$ cat config.mk
export PLATFORM = sky130hd
export DESIGN_NAME = clkmode_ctl_reg
export DESIGN_NICKNAME = d
export VERILOG_FILES = /design/src/rtl/clkmode_pkg.sv /design/src/rtl/clkmode_once_bit.sv /design/src/rtl/clkmode_sel.sv /design/src/rtl/clkmode_prescale.sv /design/src/rtl/clkmode_ctl_reg.sv
export SDC_FILE = /design/constraint.sdc
export NUM_CORES = 1
export LEC_CHECK = 0
export BUFFER_PORTS_ARGS = -buffer_cell sky130_fd_sc_hd__buf_2
export CAP_MARGIN = 20
export CORE_UTILIZATION = 42
export DETAILED_ROUTE_END_ITERATION = 7
export HOLD_SLACK_MARGIN = 0.12
export PLACE_DENSITY = 0.78
export SYNTH_ARGS = -nofsm -noshare
export SYNTH_HDL_FRONTEND = slang
export SYNTH_SLANG_ARGS = --single-unit
$ cat constraint.sdc
create_clock -name clk -period 1.3 [get_ports clk]
set_input_delay 0.13 -clock clk [delete_from_list [all_inputs] [get_ports clk]]
set_output_delay 0.13 -clock clk [all_outputs]
set_load 0.02 [all_outputs]
$ cat src/rtl/clkmode_pkg.sv
package clkmode_pkg;
  localparam int STOP_BIT  = 0;
  localparam int REF_BIT   = 1;
  localparam int RANGE_BIT = 2;
  localparam int MODE_LSB  = 4;
  localparam int MODE_W    = 2;

  typedef enum logic [MODE_W-1:0] {
    MODE_SELF    = 2'b00,
    MODE_FLL_INT = 2'b01,
    MODE_BYP_EXT = 2'b10,
    MODE_FLL_EXT = 2'b11
  } clk_mode_e;
endpackage

$ cat src/rtl/clkmode_once_bit.sv
module clkmode_once_bit #(
  parameter logic RST_VAL = 1'b0
) (
  input  logic clk,
  input  logic rst,
  input  logic wr_en,
  input  logic wr_bit,
  output logic q
);
  logic seen_q;

  always_ff @(posedge clk) begin
    if (rst) begin
      q      <= RST_VAL;
      seen_q <= 1'b0;
    end else if (wr_en && !seen_q) begin
      q      <= wr_bit;
      seen_q <= 1'b1;
    end
  end
endmodule

$ cat src/rtl/clkmode_sel.sv
module clkmode_sel
  import clkmode_pkg::*;
(
  input  logic              clk,
  input  logic              rst,
  input  logic              wr_en,
  input  logic [MODE_W-1:0] wr_mode,
  input  logic              gen_off,
  input  logic              ref_ready,
  input  logic              chg_done,
  output logic [MODE_W-1:0] mode_q,
  output logic [MODE_W-1:0] eff_q,
  output logic              pend_q
);
  logic first_q;
  logic lock_q;
  logic take;
  logic finish;

  // accepted write: nothing pending and not blocked by lock-out
  assign take   = wr_en && !pend_q && !(lock_q && wr_mode[MODE_W-1]);
  assign finish = pend_q && chg_done && !gen_off &&
                  ((mode_q != MODE_BYP_EXT) || ref_ready);

  always_ff @(posedge clk) begin
    if (rst) begin
      mode_q  <= MODE_SELF;
      eff_q   <= MODE_SELF;
      pend_q  <= 1'b0;
      first_q <= 1'b0;
      lock_q  <= 1'b0;
    end else begin
      if (wr_en && !pend_q && !first_q) begin
        first_q <= 1'b1;
        lock_q  <= !wr_mode[MODE_W-1];
      end
      if (finish) begin
        eff_q  <= mode_q;
        pend_q <= 1'b0;
      end
      if (take && (wr_mode != mode_q)) begin
        mode_q <= wr_mode;
        pend_q <= 1'b1;
      end
    end
  end
endmodule

$ cat src/rtl/clkmode_prescale.sv
module clkmode_prescale #(
  parameter int P_HI = 1,
  parameter int P_LO = 64,
  parameter int PW   = 7
) (
  input  logic [1:0]    eff_mode,
  input  logic          range_hi,
  output logic [PW-1:0] prescale
);
  // bit 1 of the mode marks the external-reference encodings
  always_comb begin
    if (eff_mode[1] && !range_hi) prescale = PW'(P_LO);
    else                          prescale = PW'(P_HI);
  end
endmodule

$ cat src/rtl/clkmode_ctl_reg.sv
module clkmode_ctl_reg
  import clkmode_pkg::*;
#(
  parameter int DW   = 8,
  parameter int P_HI = 1,
  parameter int P_LO = 64,
  parameter int PW   = $clog2(P_LO + 1)
) (
  input  logic          clk,
  input  logic          rst,
  input  logic          wr_en,
  input  logic [DW-1:0] wr_data,
  output logic [DW-1:0] rd_data,
  input  logic          ref_ready,
  input  logic          chg_done,
  input  logic          gen_off,
  output logic [1:0]    eff_mode,
  output logic          chg_pending,
  output logic [PW-1:0] prescale
);
  localparam int ONCE_N = 2;

  logic [ONCE_N-1:0] once_q;
  logic              stop_q;
  logic [MODE_W-1:0] mode_q;
  logic              unused_bits;

  assign unused_bits = ^{wr_data[DW-1:MODE_LSB+MODE_W], wr_data[MODE_LSB-1:RANGE_BIT+1]};

  // index 0: range (resets high), index 1: reference select (resets low)
  for (genvar g = 0; g < ONCE_N; g++) begin : g_once
    localparam int   POS = (g == 0) ? RANGE_BIT : REF_BIT;
    localparam logic RV  = (g == 0) ? 1'b1 : 1'b0;
    clkmode_once_bit #(.RST_VAL(RV)) u_once (
      .clk(clk), .rst(rst), .wr_en(wr_en), .wr_bit(wr_data[POS]), .q(once_q[g])
    );
  end

  always_ff @(posedge clk) begin
    if (rst)        stop_q <= 1'b1;
    else if (wr_en) stop_q <= wr_data[STOP_BIT];
  end

  clkmode_sel u_sel (
    .clk(clk), .rst(rst), .wr_en(wr_en),
    .wr_mode(wr_data[MODE_LSB +: MODE_W]),
    .gen_off(gen_off), .ref_ready(ref_ready), .chg_done(chg_done),
    .mode_q(mode_q), .eff_q(eff_mode), .pend_q(chg_pending)
  );

  clkmode_prescale #(.P_HI(P_HI), .P_LO(P_LO), .PW(PW)) u_pre (
    .eff_mode(eff_mode), .range_hi(once_q[0]), .prescale(prescale)
  );

  always_comb begin
    rd_data                      = '0;
    rd_data[STOP_BIT]            = stop_q;
    rd_data[REF_BIT]             = once_q[1];
    rd_data[RANGE_BIT]           = once_q[0];
    rd_data[MODE_LSB +: MODE_W]  = mode_q;
  end
endmodule

==> impl_metrics.tcl, run 1 <==
set metrics [dict create \
    status "finished clean" \
    max_freq_mhz 943 \
    finalWirelength_um 1110 \
    grt_pass1_wl_um 1530 \
    grt_pass1_vias 392 \
    min_period_over_period_pct 81.6 \
    cts_tree "built" \
    synth-xor-area-share_pct 2.89 \
    port_buffers 20 \
    ant_nets 0 \
    clkTransAtPathRegs_ns 0.07 \
    clock-root-buffer "clkbuf_4" \
    wire_per_inst_um 10.3 \
    synth_edf_count 0 \
    crit_path_start_kind "flip-flop" \
    cp_data_arrival_time_ns 1.27 \
    ys_seq_area_share_pct 39.7 \
    grt_start_max_net_pins 13 \
    ctsResizeCount 0 \
    fin_nets 109 \
    dp_hpwl_um 805 \
    postCtsSetupBuffers 0 \
    ys_ff_latch 12 \
    swShare_pct 29.1 \
    antenna_found_initial 0 \
    synthToLayoutAreaGrowth_pct 18.4 \
    max_cap_viol_count 0 \
    p_leak_nw 0.352 \
    synth_cells 72 \
    r2r_start "u_sel.pend_q$_SDFFE_PP0P_" \
    p_clk_share_pct 27.8 \
    switchingPower_mw 0.234 \
    worst_path_max_delay_cell "dfxtp_1" \
    synth_fa_ha_area_share_pct 0 \
    muxShareOfSynthArea_pct 1.65 \
    ys.flop_type "dfxtp_1" \
    cts_sinks 12 \
    pwr-share-seq_pct 51.8 \
    clock_latency_ns 0.27 \
    die_w_um 40.0 \
    synth_top_family_by_area "simple AND/OR/NAND/NOR gates" \
    clock_path_buffers 2 \
    setup_violations 0 \
    hold_violations 0 \
    floorplan.rows 13 \
    cp_cell_sequence "and2b_1 -> a21bo_2 -> a21oi_1" \
    dr.pass1.iters 2 \
    track_usage_pct 14.8 \
    cp_num_buf_inv 0 \
    fin_tns_setup_ns 0 \
    slew_viol_final 0 \
    hold_path_class "input port to flip-flop" \
    viasPerCell 4.89 \
    total_power_mw 0.804 \
    rsz0062_at_grt "false" \
    grt_overflow 0 \
    crit_start "u_sel.pend_q$_SDFFE_PP0P_" \
    final_util_pct 54.4 \
    path_delay_family "flip-flops" \
    drt_iter0_markers 3 \
    num-fill-cells 136 \
    clock_skew_ns 0.00104 \
    numCtsBuffers 3 \
    avgSynthCellArea_um2 8.41 \
    min-delay-start "wr_data[4]" \
    fin_area_um2 717 \
    ys_types 25 \
    die-area_um2 1600 \
    syn-cell-area_um2 606 \
    place_area_um2 664 \
    synth_compound_area_share_pct 13.4 \
    cp_max_fo 7 \
    drc 0 \
    crit_path_max_incr_delay_ns 0.42 \
    die_h_um 40.0 \
    required_ns 1.51 \
    power_density_nw_per_um2 1120 \
    yosys.area_share.simple_pct 25.6 \
    ir_drop_mv 0.622 \
    coreArea_um2 1320 \
    holdBufCountCts 3 \
    p_int_mw 0.570 \
    diodes 0 \
    vias 528 \
    drive_gt1_share_pct 28.0 \
    layout_min_cycle_time_ns 1.06 \
    start_util_pct 46.0 \
    synth-async-reset-ratio_pct 0 \
    end_kind "flip-flop" \
    combPwrFrac_pct 20.4 \
    htreeDepth 1 \
    gp_congestion 0.711 \
    io_pins 32 \
    worst-setup-path-type "flip-flop to flip-flop" \
    yosys_warnings 0 \
]
## final cells by class
| class | count | area (µm²) | area share (%) |
|---|---|---|---|
| Multi-Input combinational cell | 52 | 294 | 41.0 |
| Sequential cell | 12 | 240 | 33.5 |
| Timing Repair Buffer | 23 | 130 | 18.2 |
| Clock buffer | 3 | 22.5 | 3.14 |
| Tap cell | 15 | 18.8 | 2.62 |
| Inverter | 3 | 11.3 | 1.57 |
## synth_stat cells (all sizes together), types with 2 or more instances
master	instances	area share, %
dfxtp	12	40
nor2b	3	3.1
buf	11	14
a211o	2	2.9
nand2	2	1.2
nor2	9	5.6
inv	3	1.9
xor2	2	2.9
a21oi	6	5.0
nor3	2	1.7
o21ai	3	2.5
and2b	3	3.7
nand2b	3	3.5
## layout by cell type (no fill, tap or decap)
cell type,count
nand2b_2,1
clkbuf_4,3
nor3_1,2
inv_1,3
dfxtp_1,12
or3_1,1
dlygate4sd3_1,3
a21oi_1,6
nand3_1,1
o21ai_0,3
and3b_1,1
and2b_1,3
nor3b_1,1
nor2_1,9
conb_1,8
mux2i_1,1
a21bo_2,1
nand2_1,2
buf_2,20
nor2b_1,3
o2111ai_1,1
xor2_1,2
or2_2,1
nand2b_1,2
nand3b_1,1
a211o_1,2
## per-layer routing
layer  GRT usage [%]  routed length (µm)  vias to the layer above
li1                -                   -                      264
met1            17.4                 478                      242
met2            23.4                 561                       18
met3            3.33                  55                        4
met4            10.3                  15                        0
met5               0                   0                        -
## cell families after synthesis
logic type	count (synthesis)
AO/OA/AOI/OAI	13
XOR/XNOR	2
buffers and inverters	15
flip-flops	12
multiplexers	1
other	1
AND/OR/NAND/NOR	28
## power by group through the flow
| stage | logic (mW) | registers [mW] | clock network [mW] |
|---|---|---|---|
| after detailed placement | 0.156 | 0.425 | 0 |
| final | 0.164 | 0.417 | 0.224 |
| after CTS | 0.164 | 0.416 | 0.231 |
| after floorplan | 0.124 | 0.432 | 0 |
| after global routing | 0.181 | 0.420 | 0.238 |
| after global placement | 0.153 | 0.423 | 0 |
## stage by stage
step / hold slack [ns] / setup slack (ns) / cells
global route: 0.144 / 0.151 / 108
detailed placement: 0.339 / 0.256 / 102
finish: 0.141 / 0.240 / 108
CTS: 0.135 / 0.227 / 108
floorplan: 0.224 / 0.209 / 79
global placement: 0.332 / 0.288 / 102
## state kept, by name, summed over array words and instances, names as in the netlist
register / flops
g_once.u_once.q: 2
g_once.u_once.seen_q: 2
stop_q: 1
u_sel.eff_q: 2
u_sel.first_q: 1
u_sel.lock_q: 1
u_sel.mode_q: 2
u_sel.pend_q: 1
## worst paths after layout
check / cells past startpoint / slack (ns) / end
setup / recovery: 3 / 0.24 / u_sel.mode_q[0]$_SDFFE_PP0P_
hold / removal: 3 / 0.14 / u_sel.mode_q[0]$_SDFFE_PP0P_
setup reg to reg: 3 / 0.24 / u_sel.mode_q[0]$_SDFFE_PP0P_
hold reg to reg: 2 / 0.48 / u_sel.eff_q[0]$_SDFFE_PP0P_
## worst register-to-register path, cell delays in order, from the launching register on
cell and delay, ns:
dfxtp_1 0.42, and2b_1 0.26, a21bo_2 0.20, a21oi_1 0.12
No activity file was read; power rests on OpenSTA's default activity.
==> inputs of run 2 (changes only) <==
--- a/config.mk
+++ b/config.mk
@@ -7,10 +7,10 @@
 export LEC_CHECK = 0
 export BUFFER_PORTS_ARGS = -buffer_cell sky130_fd_sc_hd__buf_2
 export CAP_MARGIN = 20
-export CORE_UTILIZATION = 42
+export CORE_UTILIZATION = 38
 export DETAILED_ROUTE_END_ITERATION = 7
 export HOLD_SLACK_MARGIN = 0.12
-export PLACE_DENSITY = 0.78
+export PLACE_DENSITY = 0.75
 export SYNTH_ARGS = -nofsm -noshare
 export SYNTH_HDL_FRONTEND = slang
 export SYNTH_SLANG_ARGS = --single-unit
==> constraint.sdc (replaced) <==
create_clock -name clk -period 0.9 [get_ports clk]
set_input_delay 0.09 -clock clk [delete_from_list [all_inputs] [get_ports clk]]
set_output_delay 0.09 -clock clk [all_outputs]
set_load 0.02 [all_outputs]
==> run 2 against run 1 <==
Compared with the run above: the run now ends with setup timing left; critical path depth stayed put; combinational power grew 80%; final cell count rose by 4.6%; power is 64% higher; worst hold slack worse by 0.0039 ns; sequential share of layout area down 2.7 points; utilization up 1.8 points; sequential cell count unchanged; first-iteration DRC count grew 33%; clock skew is 0.0035 ns higher; setup slack got worse by 0.36 ns; fmax rose by 4.4%.
==> impl_metrics.tcl, run 2 (synthesized netlist as in run 1, its figures left out) <==
set metrics [dict create \
    status "finished with violations" \
    failed_checks "setup timing" \
    track_usage_pct 14.9 \
    min-delay-start "rst" \
    die-area_um2 1760 \
    synthToLayoutAreaGrowth_pct 38.2 \
    setup_ws_ns -0.115 \
    dp_cells 104 \
    max_freq_mhz 985 \
    worst-setup-path-type "flip-flop to flip-flop" \
    finalWirelength_um 1180 \
    hold_path_class "input port to flip-flop" \
    grt_overflow 0 \
    num-fill-cells 141 \
    r2r_setup_slack_ns -0.12 \
    rr_endpoint "u_sel.lock_q$_SDFFE_PP0P_" \
    grt_start_max_net_pins 13 \
    hold_end "u_sel.mode_q[0]$_SDFFE_PP0P_" \
    whs_path_depth 2 \
    layout.cells.non_filler 113 \
    drive_gt1_share_pct 43.3 \
    drc 0 \
    start_util_pct 40.7 \
    crit_start "u_sel.pend_q$_SDFFE_PP0P_" \
    gp_congestion 0.718 \
    place_area_um2 703 \
    setup_violations 7 \
    min_period_over_period_pct 113 \
    worst-r2r-cell-count 3 \
    end_kind "flip-flop" \
    grt_pass1_vias 487 \
    multiInputGateArea_um2 327 \
    max_cap_viol_count 0 \
    fin_area_um2 837 \
    p_leak_nw 0.394 \
    wire_per_inst_um 10.4 \
    clkTransAtPathRegs_ns 0.08 \
    fin_nets 112 \
    clock-root-buffer "clkbuf_4" \
    drt_iter0_markers 4 \
    hold_violations 0 \
    clock_latency_ns 0.26 \
    port_buffers 20 \
    htreeDepth 1 \
    rsz0062_at_grt "true" \
    layout_commonest_cell "buf_2" \
    viasPerCell 4.72 \
    register_area_um2 258 \
    slew_viol_final 0 \
    diodes 0 \
    die_h_um 41.9 \
    cp_max_fo 4 \
    ir_drop_mv 0.748 \
    clock_skew_ns 0.00458 \
    numCtsBuffers 3 \
    cts_tree "built" \
    mostFrequentLayoutCells "buf_2 (14), nor2_1 (9), conb_1 (8)" \
    antenna_found_initial 0 \
    required_ns 1.10 \
    cts_sinks 12 \
    floorplan.rows 14 \
    clock_path_buffers 2 \
    die_w_um 41.9 \
    cp_data_arrival_time_ns 1.22 \
    io_pins 32 \
    coreArea_um2 1490 \
    crit_path_start_kind "flip-flop" \
    dr.pass1.iters 3 \
    fin_tns_setup_ns -0.383 \
    dp_hpwl_um 809 \
    vias 533 \
    r2r_start "u_sel.pend_q$_SDFFE_PP0P_" \
    grt_pass1_wl_um 2000 \
    ant_nets 0 \
    layout_min_cycle_time_ns 1.02 \
    power_density_nw_per_um2 1570 \
]
## run 2: final cells by class
type	count	area share [%]
inverter	3	1.35
clock buffer	4	4.33
sequential	12	30.8
multi-input combinational	52	39.0
timing repair buffer	26	22.1
tap	16	2.39
## run 2: through the flow
step	power (mW)	hold WS, ns	utilization (%)	setup slack [ns]
finish	1.32	0.137	56.2	-0.115
global route	1.37	0.159	56.2	-0.145
CTS	1.31	0.132	54.6	-0.102
detailed placement	0.859	0.297	47.2	-0.0966
global placement	0.851	0.292	47.2	-0.0552
floorplan	0.816	0.184	-	-0.0675
## run 2: how the worst max path moves through the flow
stage	slack [ns]	end
after floorplan	-0.07	u_sel.lock_q$_SDFFE_PP0P_
after global placement	-0.06	u_sel.mode_q[0]$_SDFFE_PP0P_
after detailed placement	-0.1	u_sel.lock_q$_SDFFE_PP0P_
after CTS	-0.10	u_sel.lock_q$_SDFFE_PP0P_
after global routing	-0.14	u_sel.lock_q$_SDFFE_PP0P_
final	-0.12	u_sel.lock_q$_SDFFE_PP0P_
## run 2: power breakdown
part	switching (mW)	leakage (nW)	total (mW)	internal, mW
Sequential	0.0326	0.102	0.601	0.568
Clock	0.174	0.0210	0.419	0.245
Combinational	0.153	0.271	0.296	0.143
## run 2: layer usage
metal	GRT usage, %	routed length, µm
met3	3.04	65
met2	27.5	636
met1	15.4	466
met5	0	0
met4	7.74	9
## run 2: worst max-delay path: stages, from the launching register on
cell and delay [ns]:
dfxtp_4 0.35, nand2b_4 0.15, or3_4 0.33, a21oi_2 0.12
## run 2: what timing repair did
action                     CTS  global route
hold buffers                 4             0
gates resized for setup     12             8
setup endpoints to repair   10            12
setup buffers                1             0
hold endpoints to repair     4             0
pin swaps                    6             5
==> inputs of run 3 (changes only) <==
--- a/config.mk
+++ b/config.mk
@@ -10,7 +10,7 @@
 export CORE_UTILIZATION = 38
 export DETAILED_ROUTE_END_ITERATION = 7
 export HOLD_SLACK_MARGIN = 0.12
-export PLACE_DENSITY = 0.75
+export PLACE_DENSITY = 0.72
 export SYNTH_ARGS = -nofsm -noshare
 export SYNTH_HDL_FRONTEND = slang
 export SYNTH_SLANG_ARGS = --single-unit
==> run 3 against run 2 <==
Compared with the run above: the flow still finishes with violations (setup timing); sequential share of layout area down 1.3 points; first-iteration DRC count down 50%; global-route usage up 0.48 points; utilization up 2.4 points; worst hold slack worse by 0.0036 ns; count of clock-buffer cells in the layout unchanged; register-to-register slack better by 0.02 ns; via count down 2.3%; clock skew down 0.0031 ns; final cell count up 2.7%.
==> impl_metrics.tcl, run 3 (synthesized netlist as in run 1, its figures left out) <==
set metrics [dict create \
    status "finished with violations" \
    failed_checks "setup timing" \
    end_kind "flip-flop" \
    crit_path_start_kind "flip-flop" \
    fin_nets 115 \
    cp_data_arrival_time_ns 1.20 \
    clock_path_buffers 2 \
    worst-setup-path-type "flip-flop to flip-flop" \
    grt_pass1_vias 458 \
    numCtsBuffers 3 \
    die_w_um 41.9 \
    pwr-share-seq_pct 45.6 \
    drc 0 \
    rsz0062_at_grt "true" \
    grt_start_max_net_pins 10 \
    synthToLayoutAreaGrowth_pct 44.2 \
    finalWirelength_um 1140 \
    clkTransAtPathRegs_ns 0.07 \
    ir_drop_mv 0.962 \
    dp_hpwl_um 744 \
    hold_path_class "input port to flip-flop" \
    gp_congestion 0.673 \
    vias 521 \
    setup_ws_ns -0.0974 \
    hold_slack_ns 0.134 \
    layout_min_cycle_time_ns 0.997 \
    antenna_found_initial 0 \
    power_density_nw_per_um2 1510 \
    p_clk_share_pct 32.3 \
    drt_iter0_markers 2 \
    drive_gt1_share_pct 39.0 \
    grt_use_met1_pct 18.8 \
    max_cap_viol_count 0 \
    mostFrequentLayoutCells "buf_2 (12), nor2_1 (9), conb_1 (8)" \
    start_util_pct 40.7 \
    num-fill-cells 136 \
    coreArea_um2 1490 \
    wire_per_inst_um 9.84 \
    cts_tree "built" \
    swShare_pct 27.2 \
    use_met2_pct 22.8 \
    use_met3_pct 5.22 \
    grt_pass1_wl_um 1980 \
    io_pins 32 \
    clock_skew_ns 0.00145 \
    track_usage_pct 15.3 \
    min_period_over_period_pct 111 \
    grt_overflow 0 \
    register_area_um2 258 \
    diodes 0 \
    clock_latency_ns 0.27 \
    total_power_mw 1.32 \
    ant_nets 0 \
    place_ws_ns -0.0799 \
    slew_viol_final 0 \
    cp_max_fo 7 \
    combPwrFrac_pct 22.0 \
    hold_violations 0 \
    floorplan.rows 14 \
    viasPerCell 4.49 \
    port_buffers 20 \
    htreeDepth 1 \
    required_ns 1.10 \
    switchingPower_mw 0.359 \
    multiInputGateArea_um2 314 \
    dr.pass1.iters 3 \
    final_util_pct 58.7 \
    cts_sinks 12 \
    fin_tns_setup_ns -0.391 \
    max_freq_mhz 1000 \
    setup_violations 6 \
    die-area_um2 1760 \
    die_h_um 41.9 \
    clock-root-buffer "clkbuf_4" \
    top_usage_layer "met2" \
    p_int_mw 0.963 \
    p_leak_nw 0.417 \
    layout_commonest_cell "buf_2" \
]
[run 3: critical path, cell delays in order (launching register included)]
cell and delay [ns]:
dfxtp_4 0.38, and2b_1 0.22, a21bo_2 0.20, a21oi_1 0.13
[run 3: final timing paths]
check / start / endpoint / slack (ns) / cells after the start
setup / recovery: u_sel.pend_q$_SDFFE_PP0P_ / u_sel.mode_q[0]$_SDFFE_PP0P_ / -0.1 / 3
hold / removal: wr_data[5] / u_sel.mode_q[1]$_SDFFE_PP0P_ / 0.13 / 3
setup reg to reg: u_sel.pend_q$_SDFFE_PP0P_ / u_sel.mode_q[0]$_SDFFE_PP0P_ / -0.1 / 3
hold reg to reg: g_once[0].u_once.seen_q$_SDFFE_PP0P_ / g_once[0].u_once.seen_q$_SDFFE_PP0P_ / 0.46 / 2
[run 3: power groups by stage]
stage / combinational [mW] / sequential (mW) / clock [mW]
after floorplan: 0.189 / 0.627 / 0
after global placement: 0.238 / 0.613 / 0
after detailed placement: 0.241 / 0.614 / 0
after CTS: 0.286 / 0.605 / 0.459
after global routing: 0.318 / 0.613 / 0.479
final: 0.291 / 0.604 / 0.428
[run 3: through the flow]
stage                     cells  instance area, µm²
after floorplan              79                 662
after global placement      104                 703
after detailed placement    104                 703
after CTS                   115                 853
after global routing        116                 873
final                       116                 873
[run 3: layer usage]
metal / routed length, µm / vias to the layer above
met2: 491 / 22
li1: - / 274
met5: 0 / -
met1: 545 / 221
met4: 20 / 0
met3: 85 / 4
[run 3: final cells by class]
class                           count  area share [%]
Clock buffer                        4            4.15
Inverter                            3            1.29
Multi-Input combinational cell     52            36.0
Sequential cell                    12            29.5
Tap cell                           16            2.29
Timing Repair Buffer               29            26.8
[run 3: repair_timing]
action	4_1_cts	5_1_grt
endpoints found under the setup margin	11	14
endpoints found under the hold margin	7	0
buffers inserted	0	1
cloned	0	0
resized for setup	17	5
hold buffers	7	0
pin swaps	4	4
